<file path="config.mk">
export PLATFORM = sky130hd
export DESIGN_NAME = priv_trap_unit
export DESIGN_NICKNAME = d
export VERILOG_FILES = /design/src/rtl/priv_trap_pkg.sv /design/src/rtl/trap_router.sv /design/src/rtl/status_ctl.sv /design/src/rtl/lvl_trap_csrs.sv /design/src/rtl/priv_trap_unit.sv
export SDC_FILE = /design/constraint.sdc
export NUM_CORES = 1
export LEC_CHECK = 0
export BUFFER_PORTS_ARGS = -buffer_cell sky130_fd_sc_hd__buf_2
export CORE_ASPECT_RATIO = 1.2
export CORE_MARGIN = 4
export CORE_UTILIZATION = 54
export DETAILED_ROUTE_END_ITERATION = 7
export HOLD_SLACK_MARGIN = 0.02
export PLACE_DENSITY = 0.83
export RECOVER_POWER = 50
export SLEW_MARGIN = 5
export SYNTH_ARGS = -nofsm -noshare
export SYNTH_HDL_FRONTEND = slang
export SYNTH_HIERARCHICAL = 1
export SYNTH_SLANG_ARGS = --single-unit
</file>
<file path="constraint.sdc">
create_clock -name clk -period 3.15 [get_ports clk]
set_input_delay 0.315 -clock clk [delete_from_list [all_inputs] [get_ports clk]]
set_output_delay 0.315 -clock clk [all_outputs]
set_load 0.02 [all_outputs]
</file>
<file path="src/rtl/priv_trap_pkg.sv">
// Shared constants for the trap unit: CSR addresses, status bit positions,
// the masks that define the two status views, and privilege encodings.
// Assumes a 32-bit hart with machine and supervisor levels only.
package priv_trap_pkg;
    localparam int XLEN    = 32;
    localparam int CAUSE_W = $clog2(XLEN);

    typedef enum logic [1:0] {
        PRIV_S = 2'b01,
        PRIV_M = 2'b11
    } priv_e;

    // Base of each level's trap CSR block; offsets below are shared
    localparam logic [11:0] BASE_M = 12'h300;
    localparam logic [11:0] BASE_S = 12'h100;
    localparam logic [11:0] OFS_STATUS = 12'h000;
    localparam logic [11:0] OFS_DELEG  = 12'h002;
    localparam logic [11:0] OFS_TVEC   = 12'h005;
    localparam logic [11:0] OFS_EPC    = 12'h041;
    localparam logic [11:0] OFS_CAUSE  = 12'h042;
    localparam logic [11:0] OFS_TVAL   = 12'h043;
    localparam logic [11:0] ADDR_XLATE = 12'h180;

    // Status bit positions
    localparam int B_SIE  = 1;
    localparam int B_MIE  = 3;
    localparam int B_SPIE = 5;
    localparam int B_MPIE = 7;
    localparam int B_SPP  = 8;
    localparam int B_MPP  = 11;
    localparam int B_SUM  = 18;
    localparam int B_MXR  = 19;

    localparam logic [XLEN-1:0] S_VIEW_MASK =
        (32'd1 << B_SIE) | (32'd1 << B_SPIE) | (32'd1 << B_SPP) |
        (32'd1 << B_SUM) | (32'd1 << B_MXR);
    localparam logic [XLEN-1:0] M_KEEP_MASK =
        S_VIEW_MASK | (32'd1 << B_MIE) | (32'd1 << B_MPIE) | (32'd3 << B_MPP);
endpackage

</file>
<file path="src/rtl/trap_router.sv">
// Decides the handling level of a trap and resolves the event priority
// (trap, then mret, then sret). Produces the one-hot commit events, the
// redirect target and the next privilege. Purely combinational; assumes
// at most one event is consumed per cycle.
module trap_router
    import priv_trap_pkg::*;
(
    input  logic               trap_req,
    input  logic               trap_irq,
    input  logic [CAUSE_W-1:0] trap_cause,
    input  logic               mret_req,
    input  logic               sret_req,
    input  logic [1:0]         priv_q,
    input  logic [XLEN-1:0]    deleg_q,
    input  logic [1:0]         mpp_q,
    input  logic [XLEN-1:0]    epc_m,
    input  logic [XLEN-1:0]    epc_s,
    input  logic [XLEN-1:0]    tvec_m,
    input  logic [XLEN-1:0]    tvec_s,
    output logic               ev_trap_m,
    output logic               ev_trap_s,
    output logic               ev_mret,
    output logic               ev_sret,
    output logic               redir_valid,
    output logic [XLEN-1:0]    redir_pc,
    output logic [1:0]         next_priv
);
    logic to_s;

    // Per-cause delegation decision: exceptions from supervisor only
    always_comb begin
        to_s = (priv_q != PRIV_M) && !trap_irq && deleg_q[trap_cause];
    end

    // Event priority and one-hot event strobes
    always_comb begin
        ev_trap_s = trap_req && to_s;
        ev_trap_m = trap_req && !to_s;
        ev_mret   = !trap_req && mret_req;
        ev_sret   = !trap_req && !mret_req && sret_req;
    end

    // Redirect target and privilege after the event
    always_comb begin
        redir_valid = ev_trap_m || ev_trap_s || ev_mret || ev_sret;
        redir_pc    = '0;
        next_priv   = priv_q;
        if (ev_trap_m) begin
            redir_pc  = tvec_m;
            next_priv = PRIV_M;
        end else if (ev_trap_s) begin
            redir_pc  = tvec_s;
            next_priv = PRIV_S;
        end else if (ev_mret) begin
            redir_pc  = epc_m;
            next_priv = (mpp_q == PRIV_S) ? PRIV_S : PRIV_M;
        end else if (ev_sret) begin
            redir_pc  = epc_s;
            next_priv = PRIV_S;
        end
    end

    // at most one event is committed in any cycle
    always_comb begin
        one_event_chk: assert ($onehot0({ev_trap_m, ev_trap_s, ev_mret, ev_sret}));
    end
endmodule

</file>
<file path="src/rtl/status_ctl.sv">
// Holds the single physical status register. Applies trap-entry and return
// updates to the interrupt-enable stack and the previous-privilege fields,
// and serves writes through both the full and the masked supervisor view.
// Assumes the caller blocks CSR writes in cycles that carry an event.
module status_ctl
    import priv_trap_pkg::*;
(
    input  logic            clk,
    input  logic            rst_n,
    input  logic            ev_trap_m,
    input  logic            ev_trap_s,
    input  logic            ev_mret,
    input  logic            ev_sret,
    input  logic [1:0]      prev_priv,
    input  logic            wr_full,
    input  logic            wr_sview,
    input  logic [XLEN-1:0] wdata,
    output logic [XLEN-1:0] status_q
);
    logic [XLEN-1:0] status_d;

    // Next status value for the event or write of this cycle
    always_comb begin
        status_d = status_q;
        if (ev_trap_m) begin
            status_d[B_MPP+1:B_MPP] = prev_priv;
            status_d[B_MPIE]        = status_q[B_MIE];
            status_d[B_MIE]         = 1'b0;
        end else if (ev_trap_s) begin
            status_d[B_SPP]  = (prev_priv == PRIV_S);
            status_d[B_SPIE] = status_q[B_SIE];
            status_d[B_SIE]  = 1'b0;
        end else if (ev_mret) begin
            status_d[B_MIE]  = status_q[B_MPIE];
            status_d[B_MPIE] = 1'b1;
        end else if (ev_sret) begin
            status_d[B_SIE]  = status_q[B_SPIE];
            status_d[B_SPIE] = 1'b1;
            status_d[B_SPP]  = 1'b0;
        end else if (wr_full) begin
            status_d = wdata & M_KEEP_MASK;
        end else if (wr_sview) begin
            status_d = (status_q & ~S_VIEW_MASK) | (wdata & S_VIEW_MASK);
        end
    end

    // Status register with synchronous reset
    always_ff @(posedge clk) begin
        if (!rst_n) status_q <= '0;
        else        status_q <= status_d;
    end


    sview_keep_chk: assert property (@(posedge clk) disable iff (!rst_n)
        wr_sview && !wr_full && !ev_trap_m && !ev_trap_s && !ev_mret && !ev_sret
        |=> (status_q & ~S_VIEW_MASK) == ($past(status_q) & ~S_VIEW_MASK));

    strap_ie_chk: assert property (@(posedge clk) disable iff (!rst_n)
        ev_trap_s |=> !status_q[B_SIE] && status_q[B_SPIE] == $past(status_q[B_SIE]));

    mtrap_pp_chk: assert property (@(posedge clk) disable iff (!rst_n)
        ev_trap_m |=> status_q[B_MPP+1:B_MPP] == $past(prev_priv) && !status_q[B_MIE]);

    mret_ie_chk: assert property (@(posedge clk) disable iff (!rst_n)
        ev_mret |=> status_q[B_MIE] == $past(status_q[B_MPIE]) && status_q[B_MPIE]);
endmodule

</file>
<file path="src/rtl/lvl_trap_csrs.sv">
// One level's trap CSR block: exception PC, cause, trap value and trap vector.
// A trap commit loads PC, cause and value together; software writes reach
// any of the four. Assumes write and commit never occur in the same cycle.
module lvl_trap_csrs
    import priv_trap_pkg::*;
#(
    parameter logic [11:0] LVL_BASE = 12'h300
) (
    input  logic            clk,
    input  logic            rst_n,
    input  logic            commit,
    input  logic [XLEN-1:0] commit_epc,
    input  logic [XLEN-1:0] commit_cause,
    input  logic [XLEN-1:0] commit_tval,
    input  logic            csr_wr,
    input  logic [11:0]     csr_addr,
    input  logic [XLEN-1:0] csr_wdata,
    output logic [XLEN-1:0] epc_q,
    output logic [XLEN-1:0] tvec_q,
    output logic            rd_hit,
    output logic [XLEN-1:0] rd_data
);
    localparam logic [11:0] A_TVEC  = LVL_BASE + OFS_TVEC;
    localparam logic [11:0] A_EPC   = LVL_BASE + OFS_EPC;
    localparam logic [11:0] A_CAUSE = LVL_BASE + OFS_CAUSE;
    localparam logic [11:0] A_TVAL  = LVL_BASE + OFS_TVAL;

    logic [XLEN-1:0] cause_q;
    logic [XLEN-1:0] tval_q;

    // Trap commit or software write of the four registers
    always_ff @(posedge clk) begin
        if (!rst_n) begin
            epc_q   <= '0;
            cause_q <= '0;
            tval_q  <= '0;
            tvec_q  <= '0;
        end else if (commit) begin
            epc_q   <= commit_epc;
            cause_q <= commit_cause;
            tval_q  <= commit_tval;
        end else if (csr_wr) begin
            case (csr_addr)
                A_EPC:   epc_q   <= csr_wdata;
                A_CAUSE: cause_q <= csr_wdata;
                A_TVAL:  tval_q  <= csr_wdata;
                A_TVEC:  tvec_q  <= {csr_wdata[XLEN-1:2], 2'b00};
                default: ;
            endcase
        end
    end

    // Read decode for this level's block
    always_comb begin
        rd_hit  = 1'b1;
        rd_data = '0;
        case (csr_addr)
            A_EPC:   rd_data = epc_q;
            A_CAUSE: rd_data = cause_q;
            A_TVAL:  rd_data = tval_q;
            A_TVEC:  rd_data = tvec_q;
            default: rd_hit = 1'b0;
        endcase
    end

    // a commit loads PC, cause and value together
    commit_load_chk: assert property (@(posedge clk) disable iff (!rst_n)
        commit |=> epc_q == $past(commit_epc) && cause_q == $past(commit_cause)
                   && tval_q == $past(commit_tval));
    // without commit or write the captured trap state holds
    idle_hold_chk: assert property (@(posedge clk) disable iff (!rst_n)
        !commit && !csr_wr |=> $stable(epc_q) && $stable(cause_q) && $stable(tval_q));
endmodule

</file>
<file path="src/rtl/priv_trap_unit.sv">
// Top of the supervisor trap and delegation unit. Keeps the privilege level,
// the delegation mask and the translation control word, instantiates the
// router, the status register and one trap CSR block per level, and
// multiplexes CSR reads. Assumes requests are single-cycle strobes.
module priv_trap_unit
    import priv_trap_pkg::*;
(
    input  logic               clk,
    input  logic               rst_n,
    input  logic               trap_req,
    input  logic               trap_irq,
    input  logic [CAUSE_W-1:0] trap_cause,
    input  logic [XLEN-1:0]    trap_pc,
    input  logic [XLEN-1:0]    trap_val,
    input  logic               mret_req,
    input  logic               sret_req,
    input  logic               csr_wr,
    input  logic [11:0]        csr_addr,
    input  logic [XLEN-1:0]    csr_wdata,
    output logic [XLEN-1:0]    csr_rdata,
    output logic               redir_valid,
    output logic [XLEN-1:0]    redir_pc,
    output logic [1:0]         priv_mode,
    output logic               priv_upd,
    output logic [XLEN-1:0]    satp_q
);
    localparam int NLVL = 2;   // index 0 machine, 1 supervisor

    logic [1:0]      priv_q;
    logic [XLEN-1:0] deleg_q;
    logic [XLEN-1:0] status_q;
    logic            ev_trap_m, ev_trap_s, ev_mret, ev_sret;
    logic [1:0]      next_priv;
    logic            wr_ok;
    logic [XLEN-1:0] cause_word;
    logic [XLEN-1:0] epc_arr  [NLVL];
    logic [XLEN-1:0] tvec_arr [NLVL];
    logic            hit_arr  [NLVL];
    logic [XLEN-1:0] rdat_arr [NLVL];
    logic            commit_arr [NLVL];

    // CSR writes are dropped in any cycle that carries a trap or return
    always_comb begin
        wr_ok      = csr_wr && !(trap_req || mret_req || sret_req);
        cause_word = {trap_irq, {(XLEN-1-CAUSE_W){1'b0}}, trap_cause};
        commit_arr[0] = ev_trap_m;
        commit_arr[1] = ev_trap_s;
    end

    trap_router u_router (
        .trap_req    (trap_req),
        .trap_irq    (trap_irq),
        .trap_cause  (trap_cause),
        .mret_req    (mret_req),
        .sret_req    (sret_req),
        .priv_q      (priv_q),
        .deleg_q     (deleg_q),
        .mpp_q       (status_q[B_MPP+1:B_MPP]),
        .epc_m       (epc_arr[0]),
        .epc_s       (epc_arr[1]),
        .tvec_m      (tvec_arr[0]),
        .tvec_s      (tvec_arr[1]),
        .ev_trap_m   (ev_trap_m),
        .ev_trap_s   (ev_trap_s),
        .ev_mret     (ev_mret),
        .ev_sret     (ev_sret),
        .redir_valid (redir_valid),
        .redir_pc    (redir_pc),
        .next_priv   (next_priv)
    );

    status_ctl u_status (
        .clk       (clk),
        .rst_n     (rst_n),
        .ev_trap_m (ev_trap_m),
        .ev_trap_s (ev_trap_s),
        .ev_mret   (ev_mret),
        .ev_sret   (ev_sret),
        .prev_priv (priv_q),
        .wr_full   (wr_ok && csr_addr == BASE_M + OFS_STATUS),
        .wr_sview  (wr_ok && csr_addr == BASE_S + OFS_STATUS),
        .wdata     (csr_wdata),
        .status_q  (status_q)
    );

    for (genvar g = 0; g < NLVL; g++) begin : g_lvl
        lvl_trap_csrs #(
            .LVL_BASE ((g == 0) ? BASE_M : BASE_S)
        ) u_lvl (
            .clk          (clk),
            .rst_n        (rst_n),
            .commit       (commit_arr[g]),
            .commit_epc   (trap_pc),
            .commit_cause (cause_word),
            .commit_tval  (trap_val),
            .csr_wr       (wr_ok),
            .csr_addr     (csr_addr),
            .csr_wdata    (csr_wdata),
            .epc_q        (epc_arr[g]),
            .tvec_q       (tvec_arr[g]),
            .rd_hit       (hit_arr[g]),
            .rd_data      (rdat_arr[g])
        );
    end

    // Privilege, delegation mask, translation word and update pulse
    always_ff @(posedge clk) begin
        if (!rst_n) begin
            priv_q   <= PRIV_M;
            deleg_q  <= '0;
            satp_q   <= '0;
            priv_upd <= 1'b0;
        end else begin
            priv_q   <= next_priv;
            priv_upd <= redir_valid;
            if (wr_ok && csr_addr == BASE_M + OFS_DELEG) deleg_q <= csr_wdata;
            if (wr_ok && csr_addr == ADDR_XLATE)          satp_q  <= csr_wdata;
        end
    end

    // CSR read multiplexer
    always_comb begin
        csr_rdata = '0;
        if (csr_addr == BASE_M + OFS_STATUS)      csr_rdata = status_q;
        else if (csr_addr == BASE_S + OFS_STATUS) csr_rdata = status_q & S_VIEW_MASK;
        else if (csr_addr == BASE_M + OFS_DELEG)  csr_rdata = deleg_q;
        else if (csr_addr == ADDR_XLATE)          csr_rdata = satp_q;
        else begin
            for (int i = 0; i < NLVL; i++) begin
                if (hit_arr[i]) csr_rdata = rdat_arr[i];
            end
        end
    end

    assign priv_mode = priv_q;


    mpriv_stays_chk: assert property (@(posedge clk) disable iff (!rst_n)
        trap_req && priv_mode == PRIV_M |=> priv_mode == PRIV_M);

    irq_to_m_chk: assert property (@(posedge clk) disable iff (!rst_n)
        trap_req && trap_irq |=> priv_mode == PRIV_M);

    sret_priv_chk: assert property (@(posedge clk) disable iff (!rst_n)
        sret_req && !trap_req && !mret_req |=> priv_mode == PRIV_S);

    upd_pulse_chk: assert property (@(posedge clk) disable iff (!rst_n)
        priv_upd |-> $past(trap_req || mret_req || sret_req));

    reset_priv_chk: assert property (@(posedge clk)
        !rst_n |=> priv_mode == PRIV_M && !priv_upd);
endmodule

</file>
## Word level (Yosys, flattened, before mapping)

Cells that the tools add are included.

- Register bits after elaboration: 351
- Input port bits: 120
- Output and inout port bits: 100
- Word-level logic and storage cells: 168

- $lt $le $gt $ge: 1
- Equality and inequality tests: 21
- Multiplexer cells: 63
- Bitwise operators: 6
- Reductions and logical operators: 57

Operators with widths:

| kind | count |
|---|---|
| $mux 32 | 34 |
| $pmux 32 s4 | 2 |
| $eq 12x10->1 const B | 6 |
| $eq 12x9->1 const B | 6 |
| $or 32x20->32 | 1 |
| $reduce_bool 2->1 | 9 |
| $mux 2 | 8 |
| $reduce_and 2->1 | 8 |
| $reduce_and 3->1 | 5 |
| $mux 1 | 13 |
| $logic_and 1x1->1 | 12 |
| $ne 2x1->1 const B | 5 |
| $reduce_bool 5->1 | 2 |
| $mux 4 | 2 |
| $reduce_or 4->1 | 2 |
| $lt 5x6->1 const B | 1 |
| $mux 3 | 2 |
| $reduce_bool 3->1 | 2 |
| $reduce_bool 6->1 | 1 |
| $bmux 1 s5 | 1 |
| $logic_not 1->1 | 5 |
| $logic_or 1x1->1 | 5 |
| $mux 5 | 1 |
| $not 1->1 | 5 |
| 8 further kinds | 10 |

## Longest topological paths before layout

- Depth after elaboration: 15
- Gate-level depth with buffers: 13
- Gate-level depth less buffers: 8

## Hierarchy

The synthesis kept the hierarchy.

By module, submodules not included:

| module | times used | cells an instance | area an instance (sq um) | seq. area each (sq um) |
|---|---|---|---|---|
| lvl_trap_csrs at g_lvl[1].u_lvl | 1 | 772 | 6472.5 | 2522.4 |
| lvl_trap_csrs at g_lvl[0].u_lvl | 1 | 782 | 6458.7 | 2522.4 |
| priv_trap_unit | 1 | 576 | 4498.1 | 1341.3 |
| trap_router | 1 | 220 | 1517.7 | 0.0 |
| status_ctl | 1 | 83 | 709.4 | 180.2 |

## Least setup slack after synthesis

OpenSTA, ideal clock, no wires.

- Kind: input -> register
- Start point: input trap_cause[1]
- End point: register g_lvl[0].u_lvl.epc_q[11]
- Setup time: 0.086 ns
- Arrival time: 3.153 ns
- Required time: 3.064 ns
- Slack: -0.089 ns
- Stages: 12
- Path buffers: 6
- Path through: buf_6 > mux4_2 > a22o_1 > o31a_1 > buf_6 > buf_6 > a21boi_1 > clkbuf_1 > clkbuf_1 > clkbuf_1 > nor2_1 > a211oi_1

- Cells in the longest elaborated chain, start to end: 7
- Elaborated cells between the ends (all ways): 9
- Those cells by class: mux: 3; reduce/logical: 6

RTL lines:

| item | RTL line | source |
|---|---|---|
| start: declaration | priv_trap_unit.sv:12 | `input logic [CAUSE_W-1:0] trap_cause,` |
| $bmux 1 s5 (*) | trap_router.sv:32 | `to_s = (priv_q != PRIV_M) && !trap_irq && deleg_q[trap_cause];` |
| $mux 1 (not written as such) (*) | trap_router.sv:32 |  |
| $logic_and 1x1->1 (*) | trap_router.sv:32 |  |
| $logic_not 1->1 (*) | trap_router.sv:38 | `ev_trap_m = trap_req && !to_s;` |
| $logic_and 1x1->1 (*) | trap_router.sv:38 |  |
| via ev_trap_m | priv_trap_unit.sv:32 | `logic ev_trap_m, ev_trap_s, ev_mret, ev_sret;` |
| $reduce_bool 2->1 (no source line) | n/a |  |
| $reduce_and 2->1 (no source line) | n/a |  |
| end signal: assignment | lvl_trap_csrs.sv:39 | `epc_q <= commit_epc;` |
| end signal: assignment | lvl_trap_csrs.sv:44 | `A_EPC: epc_q <= csr_wdata;` |
| end: declaration | lvl_trap_csrs.sv:18 | `output logic [XLEN-1:0] epc_q,` |

The timed path passes the listed nets; every way through them passes the cells marked *. The select of a mux whose other input is x is not followed.
A chain may end at the register's enable or synchronous reset.

## Worst setup path after layout

- Start point: register deleg_q[23]
- End point: output redir_pc[13]

- Cells in the longest elaborated chain, start to end: 6
- Elaborated cells between the ends (all ways): 8
- Those cells by class: mux: 4; reduce/logical: 4

RTL lines:

| item | RTL line | source |
|---|---|---|
| start: declaration | priv_trap_unit.sv:30 | `logic [XLEN-1:0] deleg_q;` |
| start signal: assignment | priv_trap_unit.sv:116 | `if (wr_ok && csr_addr == BASE_M + OFS_DELEG) deleg_q <= csr_wdata;` |
| $bmux 1 s5 (*) | trap_router.sv:32 |  |
| $mux 1 (not written as such) (*) | trap_router.sv:32 |  |
| $logic_and 1x1->1 (*) | trap_router.sv:32 |  |
| $logic_and 1x1->1 or $logic_not 1->1 (tied branches) | trap_router.sv:37, trap_router.sv:38 |  |
| $mux 32 or $logic_and 1x1->1 (tied branches) | trap_router.sv:51, trap_router.sv:38 |  |
| $mux 32 (*) | trap_router.sv:48 | `if (ev_trap_m) begin` |
| end: declaration | priv_trap_unit.sv:22 | `output logic [XLEN-1:0] redir_pc,` |

Every way passes the cells marked *; elsewhere a longest branch is shown, timed or not. The select of a mux whose other input is x is not followed.

==> results.toml <==
[die]
die_w_um = 182
dieArea_mm2 = 0.0395
fp-row-count = 76
die_y_um = 217
initial_core_util_pct = 54.7
core_area_mm2 = 0.0359
io_pins = 220

[hold_path]
worst_hold_path.endpoint = "g_lvl[1].u_lvl/tval_q[24]"
min_from = "trap_val[24]"
hp-class = "in2reg"
hold_depth = 3

[worst_setup_path]
worstPathArrival_ns = 2.85
ff2ff_setup_slack_ns = 0.17
worstPathCellList = "mux4_2 > a22o_4 > o31ai_4 > buf_12 > buf_12 > o21ai_1 > a31oi_1 > buf_2"
slowest_stage = "mux4_2"
max_stage_delay_ns = 0.49
worstPathRequired_ns = 2.83
worstRegToRegCells = 10
end_kind = "primary output"
crit_fanout = 8
path_class = "reg2out"
r2r-start = "deleg_q[23]"
crit_top_cell = "buf_12"
rr_endpoint = "g_lvl[0].u_lvl/tvec_q[2]"
startpoint_type = "register"

[finish]
layout_commonest_cell = "nor3_1"
fin_util_pct = 63.6
final_area_mm2 = 0.0228
drive_gt1_share_pct = 18.6
layout_common_cells = "328 x nor3_1, 326 x dfxtp_1, 294 x o21ai_0"
area_growth_pct = 16.2
layout.nets = 2693

[timing]
layout_min_cycle_time_ns = 3.17
hold_viol = 0
clock_skew_ns = 0.0275
holdWs_ns = 0.0735
layout_setup_ws_ns = -0.0180
rsz0062_at_grt = "yes"
finalCritPeriodShare_pct = 101
max_slew_margin_pct = 28.0
worst_pin_slew_ns = 1.08
setup_viol = 6
max_freq_mhz = 316
slew_violations = 0

[power]
power_switching_mw = 2.61
swShare_pct = 27.1
powerDensity_mw_per_mm2 = 421
power_leakage_nw = 8.60
report.power.total_mw = 9.62
comb_power_share_pct = 11.9
seqPwrFrac_pct = 45.1
intPower_mw = 7.01
ir_drop_mv = 0.358
power_frac_clock_pct = 43.0

[logic_synthesis]
syn_avg_cell_area_um2 = 8.08
synth-edff-count = 0
synth_area_leaders = "dfxtp_1 33%, nor3_1 8.4%, o21ai_0 7.5%, nor3b_1 5.0%, mux2i_1 4.8%"
synth_top_cell_by_area = "dfxtp_1"
synth-seq-cells = 328
async_reset_ff_share_pct = 0
syn-cell-area_mm2 = 0.0197
synth_cell_type_count = 74
syn_inst = 2433
synth_top_area_share_pct = 33.4
synth_ff_type = "dfxtp_1"
yosysSeqAreaShare_pct = 33.4
yosys_warnings = 6

[run]
cap_violations = 0

[global_route]
grtUsageTotal_pct = 35.1
overflow = 0
grt_pass1_wl_mm = 113
grt_max_degree = 92
grt_pass1_vias = 20100
antenna_found_initial = 1

[cts]
htreeDepth = 2
clk-insertion-delay-late_ns = 0.54
cts_sinks = 328
cts_hold_buf = 0
clkTransAtPathRegs_ns = 0.06
clockBufferDepth = 3
root_buffer = "clkbuf_16"
cts_tree = "done"
cts_buffers = 35

[place]
dp_hpwl_mm = 47.7
port_buffers = 219
place_area_mm2 = 0.0215
gp_congestion = 0.962

[detailed_routing]
ant_nets = 0
wl_per_cell_um = 24.2
dr.pass1.iters = 8
drt_wl_total_mm = 74.1
drcViolationCount = 1
viasPerCell = 6.96
vias = 21300
drtIter0Drc = 3713

[run_status]
violations = "design-rule violations, negative setup slack"
status = "finished, violations left"
[metal layers]
layer	up-vias	track usage [%]	wire length, um
met2	1753	53.5	31700
met3	375	9.46	10900
met5	-	0	0
met4	0	15.6	4360
li1	9325	-	-
met1	9877	46.9	27100
[cells in the mapped netlist (22+ instances only)]
cell type / number
o211ai_1: 27
and2_1: 30
a21o_1: 27
dfxtp_1: 328
buf_2: 27
a22oi_1: 65
nor3_1: 331
nand3_1: 126
a21boi_1: 22
o21ai_0: 294
a211oi_1: 37
nor2b_1: 46
a2bb2oi_1: 31
mux2i_1: 94
nand2_1: 96
o2bb2ai_1: 32
o22ai_1: 31
a31oi_1: 34
a211oi_2: 30
nor2_1: 36
buf_4: 29
clkbuf_1: 228
nor3b_1: 130
a21boi_0: 73
nand4_1: 24
a22o_1: 50
[area by class of cell]
type                            count  area (um^2)
Fill cell                        3008        13100
Multi-Input combinational cell   1872        12200
Sequential cell                   328         6570
Timing Repair Buffer              327         2360
Clock buffer                       53         1030
Tap cell                          468          586
Clock inverter                      8         85.1
Inverter                            9         33.8
Antenna cell                        1         2.50
[sequential cells by signal (all words and copies together) (netlist names)]
| name | cells |
|---|---|
| g_lvl.u_lvl/tvec_q | 60 |
| satp_q | 32 |
| priv_mode | 2 |
| g_lvl.u_lvl/cause_q | 64 |
| g_lvl.u_lvl/epc_q | 64 |
| priv_upd | 1 |
| g_lvl.u_lvl/tval_q | 64 |
| deleg_q | 32 |
| u_status/status_q | 9 |
[worst max path at each step]
stage	from	endpoint	slack (ns)
floorplan	trap_cause[1]	g_lvl[0].u_lvl/epc_q[11]	0.01
global placement	csr_addr[0]	u_status/status_q[5]	0.13
detailed placement	trap_cause[2]	g_lvl[0].u_lvl/tvec_q[6]	0.03
CTS	deleg_q[31]	redir_pc[28]	0.007
global route	deleg_q[23]	redir_pc[29]	-0.04
finish	deleg_q[23]	redir_pc[13]	-0.02
[stage by stage]
step	std cells	setup slack, ns	TNS (ns)
3_3_place_gp	2996	0.132	0
2_1_floorplan	2508	0.0144	0
4_1_cts	3057	0.00711	0
5_1_grt	3066	-0.0407	-0.395
3_5_place_dp	2996	0.0312	0
6_report	3066	-0.0180	-0.0461
[critical path: cells and delay by family, from the launching register on]
kind | cells | cell delay, ns
compound gates | 4 | 0.94
buf+inv | 3 | 0.55
mux | 1 | 0.49
flops | 1 | 0.35
[power groups by stage]
stage	logic, mW	clock network [mW]	registers (mW)
floorplan	0.650	0	4.40
detailed placement	1.08	0	4.42
global route	1.20	4.30	4.34
CTS	1.09	4.13	4.33
finish	1.14	4.14	4.34
global placement	1.05	0	4.42
[what timing repair did]
item	4_1_cts	5_1_grt
endpoints found under the hold margin	0	0
setup endpoints to repair	0	10
setup buffers	0	6
gates resized for setup	0	27
[cells by family after synthesis]
group / Yosys count / synth area share, %
AO/OA/AOI/OAI: 807 / 28.2
buffers and inverters: 308 / 6.87
flip-flops: 328 / 33.4
multiplexers: 105 / 5.86
other: 4 / 0.0764
AND/OR/NAND/NOR: 881 / 25.6
(Power assumes the default switching activity.)
